## src/rtl/midi_port_pkg.sv

```systemverilog
package midi_port_pkg;

    localparam int MIDI_BYTE_W = 8;

    // Host register select, driven by the single address bit
    typedef enum logic {
        SEL_DATA = 1'b0,
        SEL_CTRL = 1'b1
    } reg_sel_e;

    // Outcome of a command write
    typedef enum logic [1:0] {
        CMD_NONE  = 2'd0,
        CMD_RST   = 2'd1,
        CMD_ENTER = 2'd2
    } cmd_kind_e;

    // Data-register side effects of one bus access
    typedef struct packed {
        logic tx_load;
        logic rx_take;
    } bus_req_t;

    // Active-low ready flags: {input ready_n, output ready_n}
    function automatic logic [1:0] status_flags(input logic rx_full, input logic tx_full);
        return {~rx_full, tx_full};
    endfunction

endpackage

```

## src/rtl/midi_bus_decode.sv

```systemverilog
module midi_bus_decode
    import midi_port_pkg::*;
#(
    parameter int                DATA_W    = MIDI_BYTE_W,
    parameter logic [DATA_W-1:0] CMD_RESET = 8'hFF,
    parameter logic [DATA_W-1:0] CMD_UART  = 8'h3F
) (
    input  logic              bus_sel,
    input  logic              bus_wr,
    input  logic              bus_addr,
    input  logic [DATA_W-1:0] bus_wdata,
    input  logic              tx_busy,
    input  logic              uart_mode,
    output bus_req_t          req,
    output cmd_kind_e         cmd
);

    function automatic cmd_kind_e classify(input logic [DATA_W-1:0] code);
        if (code == CMD_RESET)     return CMD_RST;
        else if (code == CMD_UART) return CMD_ENTER;
        else                       return CMD_NONE;
    endfunction

    reg_sel_e target;
    assign target = reg_sel_e'(bus_addr);

    always_comb begin
        req = '0;
        cmd = CMD_NONE;
        if (bus_sel) begin
            if (bus_wr) begin
                // writes of either kind are refused while the output side is occupied
                if (!tx_busy) begin
                    if (target == SEL_CTRL)
                        cmd = classify(bus_wdata);
                    else if (uart_mode)
                        req.tx_load = 1'b1;
                end
            end else if (target == SEL_DATA) begin
                req.rx_take = 1'b1;
            end
        end
    end

endmodule

```

## src/rtl/midi_tx_hold.sv

```systemverilog
module midi_tx_hold #(
    parameter int DATA_W = 8
) (
    input  logic              clk,
    input  logic              rst,
    input  logic              load,
    input  logic [DATA_W-1:0] din,
    input  logic              take,
    output logic              full,
    output logic [DATA_W-1:0] dout
);

    always_ff @(posedge clk) begin
        if (rst) begin
            full <= 1'b0;
            dout <= '0;
        end else if (load) begin
            full <= 1'b1;
            dout <= din;
        end else if (full && take) begin
            full <= 1'b0;
        end
    end

endmodule

```

## src/rtl/midi_rx_hold.sv

```systemverilog
module midi_rx_hold #(
    parameter int                DATA_W   = 8,
    parameter logic [DATA_W-1:0] ACK_CODE = 8'hFE
) (
    input  logic              clk,
    input  logic              rst,
    input  logic              ack_load,
    input  logic              ovr_clear,
    input  logic              in_valid,
    input  logic [DATA_W-1:0] in_byte,
    input  logic              take,
    output logic              full,
    output logic [DATA_W-1:0] hold,
    output logic              ovr
);

    always_ff @(posedge clk) begin
        if (rst) begin
            full <= 1'b0;
            hold <= '0;
        end else if (ack_load) begin
            full <= 1'b1;
            hold <= ACK_CODE;
        end else if (in_valid) begin
            full <= 1'b1;
            hold <= in_byte;
        end else if (take) begin
            full <= 1'b0;
        end
    end

    always_ff @(posedge clk) begin
        if (rst)
            ovr <= 1'b0;
        else if (ovr_clear)
            ovr <= 1'b0;
        else if (!ack_load && in_valid && full && !take)
            ovr <= 1'b1;
    end

endmodule

```

## src/rtl/midi_host_port.sv

```systemverilog
module midi_host_port
    import midi_port_pkg::*;
#(
    parameter int                DATA_W    = MIDI_BYTE_W,
    parameter logic [DATA_W-1:0] CMD_RESET = 8'hFF,
    parameter logic [DATA_W-1:0] CMD_UART  = 8'h3F,
    parameter logic [DATA_W-1:0] ACK_CODE  = 8'hFE
) (
    input  logic              clk,
    input  logic              rst,
    input  logic              bus_sel,
    input  logic              bus_wr,
    input  logic              bus_addr,
    input  logic [DATA_W-1:0] bus_wdata,
    output logic [DATA_W-1:0] bus_rdata,
    output logic              tx_valid,
    output logic [DATA_W-1:0] tx_byte,
    input  logic              tx_ready,
    input  logic              rx_valid,
    input  logic [DATA_W-1:0] rx_byte,
    input  logic              tx_irq_en,
    input  logic              rx_irq_en,
    output logic              irq_tx,
    output logic              irq_rx,
    output logic              overrun
);

    localparam int FLAG_HI = DATA_W - 1;

    logic              uart_mode;
    logic              rx_full;
    logic [DATA_W-1:0] rx_hold;
    logic [DATA_W-1:0] status_word;
    bus_req_t          req;
    cmd_kind_e         cmd;

    midi_bus_decode #(
        .DATA_W(DATA_W), .CMD_RESET(CMD_RESET), .CMD_UART(CMD_UART)
    ) u_decode (
        .bus_sel(bus_sel), .bus_wr(bus_wr), .bus_addr(bus_addr),
        .bus_wdata(bus_wdata), .tx_busy(tx_valid), .uart_mode(uart_mode),
        .req(req), .cmd(cmd)
    );

    midi_tx_hold #(.DATA_W(DATA_W)) u_tx (
        .clk(clk), .rst(rst), .load(req.tx_load), .din(bus_wdata),
        .take(tx_ready), .full(tx_valid), .dout(tx_byte)
    );

    midi_rx_hold #(.DATA_W(DATA_W), .ACK_CODE(ACK_CODE)) u_rx (
        .clk(clk), .rst(rst),
        .ack_load(cmd != CMD_NONE), .ovr_clear(cmd == CMD_RST),
        .in_valid(rx_valid && uart_mode), .in_byte(rx_byte),
        .take(req.rx_take), .full(rx_full), .hold(rx_hold), .ovr(overrun)
    );

    always_ff @(posedge clk) begin
        if (rst)
            uart_mode <= 1'b0;
        else if (cmd == CMD_ENTER)
            uart_mode <= 1'b1;
        else if (cmd == CMD_RST)
            uart_mode <= 1'b0;
    end

    always_comb begin
        status_word = '0;
        status_word[FLAG_HI -: 2] = status_flags(rx_full, tx_valid);
    end

    always_comb begin
        if (bus_sel && !bus_wr)
            bus_rdata = (reg_sel_e'(bus_addr) == SEL_CTRL) ? status_word : rx_hold;
        else
            bus_rdata = '0;
    end

    assign irq_tx = tx_irq_en && !tx_valid;
    assign irq_rx = rx_irq_en && rx_full;

endmodule

```

## config.mk

```make
export PLATFORM = sky130hd
export DESIGN_NAME = midi_host_port
export DESIGN_NICKNAME = d
export VERILOG_FILES = /design/src/rtl/midi_port_pkg.sv /design/src/rtl/midi_bus_decode.sv /design/src/rtl/midi_tx_hold.sv /design/src/rtl/midi_rx_hold.sv /design/src/rtl/midi_host_port.sv
export SDC_FILE = /design/constraint.sdc
export NUM_CORES = 1
export LEC_CHECK = 0
export ABC_AREA = 1
export BUFFER_PORTS_ARGS = -buffer_cell sky130_fd_sc_hd__buf_2
export CAP_MARGIN = 15
export CELL_PAD_IN_SITES_DETAIL_PLACEMENT = 1
export CELL_PAD_IN_SITES_GLOBAL_PLACEMENT = 2
export CORE_MARGIN = 1
export CORE_UTILIZATION = 24
export CTS_CLUSTER_SIZE = 24
export DETAILED_ROUTE_END_ITERATION = 10
export GPL_TIMING_DRIVEN = 0
export PLACE_DENSITY_LB_ADDON = 0.1
export SKIP_LAST_GASP = 1
export SLEW_MARGIN = 25
export SYNTH_ARGS = -nofsm -noshare
export SYNTH_HDL_FRONTEND = slang
export SYNTH_HIERARCHICAL = 1
export SYNTH_SLANG_ARGS = --single-unit
```

## constraint.sdc

```tcl
create_clock -name clk -period 2.7 [get_ports clk]
set_input_delay 0.405 -clock clk [delete_from_list [all_inputs] [get_ports clk]]
set_output_delay 0.405 -clock clk [all_outputs]
set_load 0.05 [all_outputs]
```

* Word level (Yosys, flattened, before mapping)
Cells that the tools add are included.
** Word-level totals
- Flip-flop bits (word level) :: 20
- Input bits :: 25
- Output and inout port bits :: 20
- Word-level logic and storage cells :: 55
** Cells by class
- Equal/unequal tests :: 4
- Muxes and demuxes :: 24
- Bitwise operators :: 1
- Reduce and logical (&&, ||, !) cells :: 19
** Operators with widths (count)
- 2-to-1 mux 8 bit :: 4
- 2-to-1 mux 2 bit :: 7
- 2-to-1 mux 1 bit :: 13
- == test 8 x 6 -> 1 bit (second input constant) :: 1
- == test 8 bit (second input constant) :: 1
- logical AND 1 bit :: 8
- nonzero test 2 bit :: 4
- logical NOT 1 bit :: 4
- OR reduction 2 bit :: 2
- nonzero test 3 bit :: 1
- == test 2 x 1 -> 1 bit (second input constant) :: 1
- == test 2 bit (second input constant) :: 1
- NOT 1 bit :: 1

* Depth between registers and ports, before layout
Gate-level depths: netlist of run 1.
- Depth after elaboration :: 12
- Gate-level depth with buffers :: 11
- Gate-level depth less buffers :: 11

* Hierarchy
Netlist of run 1, hierarchy kept.
** Modules (own cells, without submodules)
- midi_rx_hold :: times used 1, cells an instance 49, area each 376.6 sq um, sequential area each 200.2 sq um
- midi_tx_hold :: times used 1, cells an instance 38, area each 304.0 sq um, sequential area each 180.2 sq um
- midi_host_port :: times used 1, cells an instance 38, area each 197.7 sq um, sequential area each 20.0 sq um
- midi_bus_decode :: times used 1, cells an instance 18, area each 80.1 sq um, sequential area each 0.0 sq um

* Least setup slack after synthesis of run 1
OpenSTA, ideal clock, no wires.
- Path kind :: register to output
- Start :: register u_tx.full
- End :: output bus_rdata[6]
- Arrival time :: 1.312 ns
- Data required time :: 2.295 ns
- Setup slack :: 0.983 ns
- Stages on the path, launching flop included :: 3
- Cells stage by stage :: dfxtp_1 nand2_1 a21oi_2
** Between the ends
- Word-level cells in the longest chain between the ends :: 2
** Ends and longest elaborated chain
- from (decl) :: RTL line midi_tx_hold.sv:9 : output logic full,
- from (signal assigned) :: RTL line midi_tx_hold.sv:15 : full <= 1'b0;
- from (signal assigned) :: RTL line midi_tx_hold.sv:18 : full <= 1'b1;
- from (signal assigned) :: RTL line midi_tx_hold.sv:21 : full <= 1'b0;
- 2-to-1 mux 8 bit :: RTL line midi_host_port.sv:73 : bus_rdata = (reg_sel_e'(bus_addr) == SEL_CTRL) ? status_word : rx_hold;
- 2-to-1 mux 8 bit :: RTL line midi_host_port.sv:72 : if (bus_sel && !bus_wr)
- to (decl) :: RTL line midi_host_port.sv:15 : output logic [DATA_W-1:0] bus_rdata,
Every way passes these cells.

* Final worst setup path of run 1
Same ends and word-level chain as after synthesis.

==> results of run 1 <==
==> cells by family (layout without fill, tap and decap cells) <==
| family | after synthesis | in the layout | synth area share [%] |
|---|---|---|---|
| DFF | 20 | 20 | 41.8 |
| buffers and inverters | 20 | 67 | 7.83 |
| adders and majority gates | 3 | 3 | 3.92 |
| AOI/OAI and AO/OA | 21 | 21 | 12.1 |
| and+or+nand+nor | 79 | 79 | 34.3 |
==> layout make-up <==
type                    count  share of cell area [%]
multi-input cells         103                    38.0
flip-flops and latches     20                    31.2
inverters                  20                    5.84
well taps                  48                    4.67
repair buffers             44                    17.1
clock buffers               3                    3.21
==> registers in the layout (all words and copies together) (netlist names) <==
signal	flops
u_rx/full	1
u_rx/hold	8
u_rx/ovr	1
u_tx/dout	8
u_tx/full	1
uart_mode	1
==> power by group through the flow <==
stage	Combinational [mW]	Clock (mW)	Sequential (mW)
floorplan	0.0206	0	0.302
global placement	0.0488	0	0.302
detailed placement	0.0498	0	0.302
CTS	0.0501	0.209	0.295
global route	0.0548	0.219	0.295
finish	0.0494	0.199	0.295
==> cells in the mapped netlist (2+ instances only) <==
| master | instances |
|---|---|
| dfxtp_1 | 20 |
| nor2_2 | 2 |
| nor2_1 | 45 |
| nand2_2 | 4 |
| o21ai_1 | 7 |
| nand2_1 | 21 |
| inv_1 | 16 |
| inv_2 | 4 |
| a21oi_2 | 3 |
| ha_1 | 3 |
| o21ai_0 | 9 |
| nor3_1 | 2 |
| nand3_1 | 2 |
| a21oi_1 | 2 |
==> worst min path at each step <==
stage                                    from                         to  slack, ns  cells past startpoint
floorplan           u_rx/hold[0]$_SDFFE_PP0P_  u_rx/hold[0]$_SDFFE_PP0P_       0.43                      2
global placement        u_rx/ovr$_SDFFE_PP0P_      u_rx/ovr$_SDFFE_PP0P_       0.45                      2
detailed placement      u_rx/ovr$_SDFFE_PP0P_      u_rx/ovr$_SDFFE_PP0P_       0.46                      2
CTS                                rx_byte[0]  u_rx/hold[0]$_SDFFE_PP0P_       0.38                      3
global route                     bus_wdata[3]  u_tx/dout[3]$_SDFFE_PP0P_       0.39                      3
finish                                    rst     u_tx/full$_SDFFE_PP0P_       0.38                      2
==> routing by layer <==
| layer | part of all wire (%) | wire length (um) | global-route usage (%) | vias to the layer above |
|---|---|---|---|---|
| met5 | 0 | 0 | 0 | - |
| met4 | 0.85 | 23 | 5.71 | 0 |
| met3 | 4.4 | 120 | 2.26 | 2 |
| met2 | 49 | 1330 | 24.9 | 21 |
| met1 | 46 | 1250 | 16.4 | 475 |
| li1 | - | - | - | 536 |
==> worst max-delay path: cells and delay by family (launching register included) <==
| family | cells | cell delay [ns] |
|---|---|---|
| AOI/OAI and AO/OA | 1 | 0.14 |
| buffers and inverters | 1 | 0.27 |
| DFF | 1 | 0.46 |
| and+or+nand+nor | 1 | 0.11 |
==> results.tsv, run 1 <==
metric	value	unit
Storage cell area	400	um^2
Global Route Usage Sum	14.0	%
Root Buffer	clkbuf_8	
Setup crit start kind	flop	
initial core utilization	25.6	%
post-DR wirelength/cell	11.4	um
Power, Total	0.543	mW
hold_buf cts	0	
Power Internal	0.413	mW
PostCTS Resize Cnt	0	
mapped cell area	958	um^2
sequential area share after synthesis	41.8	%
worst-path cell chain	nand2_1 -> a21oi_2 -> buf_2	
Leak Pwr	0.634	nW
Die Span X	65.2	um
CTS sink count	20	
Worst Setup End Kind	primary output	
Final ANT Viol Nets	0	
Top FF cell, synth	dfxtp_1	
Net Sw Power	0.130	mW
worst hold margin	0.382	ns
PnR worst setup slack	1.06	ns
status	finished clean	
Via Count	1034	
Die Footprint	0.00425	mm^2
worst setup path startpoint	u_tx/full$_SDFFE_PP0P_	
final setup fails	0	
Setup CP Type	reg2out	
CP max stage cell	dfxtp_1	
switch share	23.9	%
Rows	22	
DP Worst Slack	0.660	ns
Tmin final	1.64	ns
HP Class	in2reg	
Syn Inst Count	143	
post-synth net total	171	
share of cells above drive strength 1	32.6	%
Power Density	423	mW/mm^2
gp weighted congestion	0.703	
first-pass GRT wire length	4510	um
sequential power share	54.3	%
commonest cells after routing, fill and taps aside	nor2_1, buf_2, nand2_1, dfxtp_1, inv_1	
RR Startpoint	u_tx/full$_SDFFE_PP0P_	
Req. time, crit path	2.30	ns
crit path to	bus_rdata[6]	
placed insts	235	
Ys Warns	6	
vias in the first global route	1044	
Gate power share	9.1	%
Worst VDD drop	0.173	mV
CTS clk-pin slew, worst paths	0.07	ns
top area cells in the synthesized netlist	dfxtp_1, nor2_1, nand2_1	
clock skew	0.00155	ns
IO buf count	44	
die height	65.2	um
CORE AREA	0.00374	mm^2
fmax	609	MHz
unrepaired setup endpoints after global routing	false	
Critical Path Fanout Max	6	
final-report hold violation count	0	
worst reg2reg path endpoint	u_rx/hold[4]$_SDFFE_PP0P_	
Yosys top cell by area	dfxtp_1	
Antenna Cells	0	
Final period util	60.8	%
WL final	2720	um
H-Tree Depth	1	
cell area after layout	0.00128	mm^2
worst reg2reg path depth	10	
clk_lat worst skew	0.26	ns
Cell Area, Placed	0.00124	mm^2
slew margin rel.	62.8	%
syn avg cell area	6.70	um^2
GRT overflow	0	
Pre-Repair DR Iteration Count	4	
Synth Register Bits	20	
Finished Core Util	34.3	%
multi-input logic area	488	um^2
Via density	4.34	
Total Nets Final	220	
placed wire-length estimate	2110	um
final non-filler cell total	238	
Synth top area share	41.8	%
1st-iter DRT viols	22	
clock share of power	36.6	%
filler instances	508	
Least-Margin Pin Slew	0.555	ns
IO Pins	45	
Syn-to-layout area delta	34.1	%
Post-synth EDFFs	0	
drt drc	0	
max-slew violations	0	
Reg2Reg Setup Slack	1.17	ns
Max Cap Viol	0	
WP data arrival	1.24	ns
commonest non-fill, non-tap cell in the layout	nor2_1	
postcts setup bufs	0	
antenna violations before repair	0	
FFs w/ async S/R, synth	0	%
total CTS buffers	3	
CTS tree	built	
Yosys cell types	17	
TNS Setup	0	ns
Crit path largest cell delay	0.46	ns
Clock Path Buffers	2	
largest net degree at the start of global routing	11	
Note: power is estimated with default switching activity, not from simulation.
==> inputs of run 2 (changes only) <==
Settings changed: CORE_UTILIZATION 24 to 20.
Clock period 2.7 ns to 1.4 ns, I/O delays scaled along.
==> run 2 against run 1 <==
  * The run now ends with design-rule violations left
  * Worst hold slack worse by 0.21 ns
  * Register-to-register slack worse by 1.1 ns
  * Sequential share of layout area is 3.3 points lower
  * Wire length is 9.2% higher
  * Critical path depth is 5 higher
  * Count of clock-buffer cells in the layout is 1 higher
  * Final cell count is 5.5% higher
  * Sequential cell count stayed put
  * Utilization is 1.9 points lower
  * Sequential power is 92% higher
  * Non-clock buffer count is 8 higher
  * Global-route usage is 1.6 points lower
  * Largest cell class unchanged
==> results.tsv, run 2 (synthesized netlist as in run 1, its figures left out) <==
metric	value	unit	change
most used cell, CP	buf_4		
worst setup path startpoint	u_tx/full$_SDFFE_PP0P_		
Clock Path Buffers	2		unchanged
Max Cap Viol	0		unchanged
clk_lat worst skew	0.26	ns	about the same
Power Density	776	mW/mm^2	+84%
Finished Core Util	32.4	%	-1.9 points
CP Buf/Inv Count	3		+2
Syn-to-layout area delta	51.3	%	
status	finished, violations left		
Via Count	1072		+3.7%
clock skew	0.00337	ns	+0.00182 ns
CP max stage cell	dfxtp_4		
share of cells above drive strength 1	41.2	%	+8.6 points
Die Footprint	0.00507	mm^2	+19%
Req. time, crit path	1.61	ns	-0.69 ns
post-DR wirelength/cell	11.8	um	+3.6%
max-slew violations	0		unchanged
Rows	24		+9.1%
critical path depth	8		+5
hold_buf cts	0		unchanged
filler instances	579		+14%
IO Pins	45		unchanged
CORE AREA	0.00447	mm^2	+20%
Tmin final	1.35	ns	
final-report hold violation count	0		unchanged
1st-iter DRT viols	29		+32%
H-Tree Depth	1		unchanged
slew margin rel.	79.8	%	+17 points
Pre-Repair DR Iteration Count	6		+2
final non-filler cell total	251		+5.5%
Hold Path Cell Cnt	2		unchanged
CTS tree	built		
Root Buffer	clkbuf_8		
unrepaired setup endpoints after global routing	true		
Worst Setup End Kind	flop		
Setup CP Type	reg2reg		
Global Route Usage Sum	12.3	%	-1.6 points
Leak Pwr	0.696	nW	+9.7%
placed insts	239		+1.7%
hold path startpoint	rst		
Critical Path Fanout Max	5		-1
worst-path cell chain	inv_2 -> nand4_1 -> nor2_2 -> buf_4 -> buf_4 -> ha_1 -> or2_1 -> a21oi_2		
vias in the first global route	1062		+1.7%
CTS sink count	20		unchanged
Crit path largest cell delay	0.38	ns	-0.08 ns
Total Nets Final	228		+3.6%
first-pass GRT wire length	4780	um	+6.0%
GRT overflow	0		unchanged
WL final	2970	um	+9.2%
fmax	741	MHz	
commonest non-fill, non-tap cell in the layout	nor2_1		
HP Class	in2reg		
cell family with most CP delay	flip-flops		
antenna violations before repair	0		unchanged
total CTS buffers	3		unchanged
IO buf count	44		unchanged
failing checks	design-rule violations		
drt drc	2		+2
Via density	4.27		-1.7%
die height	71.2	um	+9.2%
Antenna Cells	0		unchanged
WP data arrival	1.56	ns	+0.32 ns
Final ANT Viol Nets	0		unchanged
RR Startpoint	u_tx/full$_SDFFE_PP0P_		
final setup fails	0		unchanged
Die Span X	71.2	um	+9.2%
CTS clk-pin slew, worst paths	0.08	ns	about the same
initial core utilization	21.4	%	-4.2 points
worst reg2reg path depth	8		-2
gp weighted congestion	0.717		+2.0%
commonest cells after routing, fill and taps aside	nor2_1, buf_2, nand2_1, dfxtp_1, inv_1		
Final period util	96.4	%	
Least-Margin Pin Slew	0.302	ns	-0.253 ns
Power, Total	1.13	mW	+110%
Worst VDD drop	0.271	mV	+57%
Setup crit start kind	flop		
placed wire-length estimate	2220	um	+5.1%
largest net degree at the start of global routing	12		+1
largest registers	u_rx/hold: 8 flops, u_tx/dout: 8 flops		
==> run 2: cell types whose count changed in the layout (fill, tap and decap cells not counted), moves of 2 or more <==
| cell | before | now |
|---|---|---|
| nand2_8 | 0 | 2 |
| inv_1 | 16 | 13 |
| buf_4 | 0 | 9 |
| buf_2 | 44 | 42 |
| o21ai_1 | 7 | 4 |
| nor2_1 | 45 | 43 |
| o21ai_2 | 0 | 3 |
==> run 2: final timing paths <==
| path | end | slack [ns] |
|---|---|---|
| setup reg to reg | u_rx/ovr$_SDFFE_PP0P_ | 0.05 |
| hold reg to reg | u_rx/ovr$_SDFFE_PP0P_ | 0.46 |
| hold / removal | u_tx/full$_SDFFE_PP0P_ | 0.17 |
| setup / recovery | u_rx/ovr$_SDFFE_PP0P_ | 0.05 |
==> run 2: metal layers <==
metal / wire length [um] / global-route usage, %
met2: 1470 / 21.2
met4: 41 / 4.67
met1: 1350 / 15.3
met5: 0 / 0
met3: 111 / 2.39
==> run 2: timing repair <==
action                     in CTS  in global routing
buffers inserted                1                  7
resized for setup               5                 20
pin swaps                       3                  7
setup endpoints to repair      17                 19
==> run 2: worst reg2reg max path: cells and delay by family, from the launching register on <==
kind	cells	cell delay [ns]
flip-flops	1	0.38
buffers and inverters	3	0.29
adder cells (fa/ha/maj)	1	0.18
AO/OA/AOI/OAI	1	0.09
AND/OR/NAND/NOR	3	0.35
==> run 2: area by class of cell <==
class                      instances  area (um^2)  share of cell area, %
tap                               52         65.1                   4.49
timing repair buffer              52          285                   19.7
inverter                          20         85.1                   5.87
clock buffer                       4         55.1                   3.80
sequential                        20          404                   27.9
multi-input combinational        103          556                   38.3
==> run 2: per-stage QoR <==
step / instance area, um^2 / setup TNS (ns) / setup WS, ns / hold WS, ns
after floorplan: 962 / 0 / 0.0486 / 0.263
after global placement: 1250 / -4.36 / -0.361 / 0.444
after detailed placement: 1250 / -5.47 / -0.488 / 0.443
after CTS: 1330 / 0 / 0.00155 / 0.160
after global routing: 1450 / -0.0325 / -0.0268 / 0.175
final: 1450 / 0 / 0.0501 / 0.168
==> run 2: power breakdown <==
| group | total, mW | leakage (nW) | switching (mW) | internal (mW) |
|---|---|---|---|---|
| Sequential | 0.567 | 0.162 | 0.000156 | 0.566 |
| Combinational | 0.102 | 0.506 | 0.0631 | 0.0392 |
| Clock | 0.457 | 0.0288 | 0.206 | 0.251 |
==> inputs of run 3 (changes only) <==
Settings changed: CORE_UTILIZATION 20 to 24.
Clock period 1.4 ns to 1.6 ns, I/O delays scaled along.
==> run 3 against run 2 <==
  * The run now ends clean
  * Clock skew rose by 0.0012 ns
  * Sequential share of layout area rose by 3.1 points
  * Total power fell by 20%
  * Sequential cell count did not move
  * Clock power fell by 31%
  * Worst setup slack improved by 0.15 ns
  * Count of clock-buffer cells in the layout fell by 1
  * Critical path type unchanged
  * Largest power group unchanged
  * Highest routed layer unchanged
==> results.tsv, run 3 (synthesized netlist as in run 1, its figures left out) <==
metric	value	unit	change
status	finished clean		
share of cells above drive strength 1	33.2	%	-8.0 points
CTS tree	built		
IO buf count	44		unchanged
Critical Path Fanout Max	7		+2
CTS sink count	20		unchanged
GRT overflow	0		unchanged
Final ANT Viol Nets	0		unchanged
clk_lat worst skew	0.25	ns	about the same
Worst Setup End Kind	flop		
final-report hold violation count	0		unchanged
first-pass GRT wire length	4320	um	-9.7%
WL final	2530	um	-15%
Setup CP Type	reg2reg		
max-slew violations	0		unchanged
H-Tree Depth	1		unchanged
IO Pins	45		unchanged
commonest non-fill, non-tap cell in the layout	nor2_1		
fmax	713	MHz	-3.7%
Finished Core Util	34.7	%	+2.2 points
cell area after layout	0.00130	mm^2	-11%
Via Count	998		-6.9%
Global Route Usage Sum	13.2	%	+0.84 points
unrepaired setup endpoints after global routing	false		
Leak Pwr	0.633	nW	-9.1%
largest registers	u_rx/hold: 8 flops, u_tx/dout: 8 flops		
Total Nets Final	220		-3.5%
HP Class	in2reg		
clock skew	0.00462	ns	+0.00125 ns
Clock Path Buffers	2		unchanged
WP data arrival	1.59	ns	+0.03 ns
Die Footprint	0.00425	mm^2	-16%
Syn-to-layout area delta	35.4	%	
post-DR wirelength/cell	10.6	um	-10%
Setup crit start kind	flop		
Least-Margin Pin Slew	0.352	ns	+0.0493 ns
Power Density	690	mW/mm^2	-11%
Worst VDD drop	0.279	mV	+2.9%
Max Cap Viol	0		unchanged
Storage cell area	402	um^2	-0.62%
Via density	4.19		-1.8%
Final period util	87.7	%	-8.8 points
Power, Total	0.895	mW	-20%
final setup fails	0		unchanged
largest net degree at the start of global routing	11		-1
initial core utilization	25.6	%	+4.2 points
drt drc	0		-2
antenna violations before repair	0		unchanged
worst reg2reg path depth	10		+2
die height	65.2	um	-8.5%
Tmin final	1.40	ns	+0.0525 ns
Hold Path Cell Cnt	2		unchanged
slew margin rel.	76.5	%	-3.3 points
Die Span X	65.2	um	-8.5%
multi-input logic area	499	um^2	-10%
vias in the first global route	988		-7.0%
1st-iter DRT viols	19		-34%
commonest cells after routing, fill and taps aside	nor2_1, buf_2, nand2_1, dfxtp_1, inv_1		
CTS clk-pin slew, worst paths	0.07	ns	about the same
Root Buffer	clkbuf_8		
CORE AREA	0.00374	mm^2	-16%
placed insts	235		-1.7%
Pre-Repair DR Iteration Count	4		-2
placed wire-length estimate	2040	um	-8.2%
final non-filler cell total	238		-5.2%
Antenna Cells	0		unchanged
gp weighted congestion	0.663		-7.6%
filler instances	523		-9.7%
Rows	22		-8.3%
Cell Area, Placed	0.00124	mm^2	-0.60%
hold_buf cts	0		unchanged
total CTS buffers	3		unchanged
Req. time, crit path	1.79	ns	+0.18 ns
==> run 3: path summary, 6_finish.rpt <==
check                              endpoint  slack (ns)                   start
hold reg to reg       u_rx/ovr$_SDFFE_PP0P_        0.46   u_rx/ovr$_SDFFE_PP0P_
hold / removal       u_tx/full$_SDFFE_PP0P_        0.21                     rst
setup / recovery  u_rx/hold[6]$_SDFFE_PP0P_        0.20  u_tx/full$_SDFFE_PP0P_
setup reg to reg  u_rx/hold[6]$_SDFFE_PP0P_        0.20  u_tx/full$_SDFFE_PP0P_
==> run 3: metrics by stage <==
step | setup slack [ns] | hold slack [ns] | setup TNS [ns]
2_1_floorplan | 0.194 | 0.295 | 0
3_3_place_gp | -0.230 | 0.448 | -1.93
3_5_place_dp | -0.277 | 0.452 | -2.35
4_1_cts | 0.125 | 0.207 | 0
5_1_grt | 0.0183 | 0.222 | 0
6_report | 0.198 | 0.211 | 0
==> run 3: layout make-up <==
cell class | count | share of cell area (%)
inverters | 20 | 5.79
well taps | 48 | 4.63
flip-flops and latches | 20 | 31.0
clock buffers | 3 | 3.18
multi-input cells | 103 | 38.5
repair buffers | 44 | 17.0
==> run 3: timing repair <==
| action | CTS | global route |
|---|---|---|
| setup endpoints to repair | 9 | 4 |
| resized for setup | 1 | 2 |
| cloned | 0 | 0 |
| hold endpoints to repair | 0 | 0 |
| setup buffers | 0 | 0 |
==> run 3: metal layers <==
metal | GRT usage (%) | part of all wire (%) | up-vias
met5 | 0 | 0 | -
met4 | 4.08 | 0.87 | 0
met3 | 2.08 | 4.9 | 2
met2 | 22.8 | 46 | 24
met1 | 16.6 | 48 | 438
li1 | - | - | 534
==> run 3: critical path, cell delays in order, from the launching register on <==
cell and delay (ns):
dfxtp_2 0.36, inv_1 0.08, nand4_1 0.07, nor2_1 0.15, inv_1 0.08, ha_1 0.20
inv_1 0.08, inv_2 0.07, nand2_4 0.10, o21ai_1 0.07, nor2_1 0.09
==> run 3: report_power, final <==
part	switching, mW	internal (mW)	leakage (nW)
Combinational	0.0512	0.0325	0.450
Clock	0.147	0.167	0.0216
Sequential	0.000140	0.498	0.162
Total	0.198	0.697	0.633
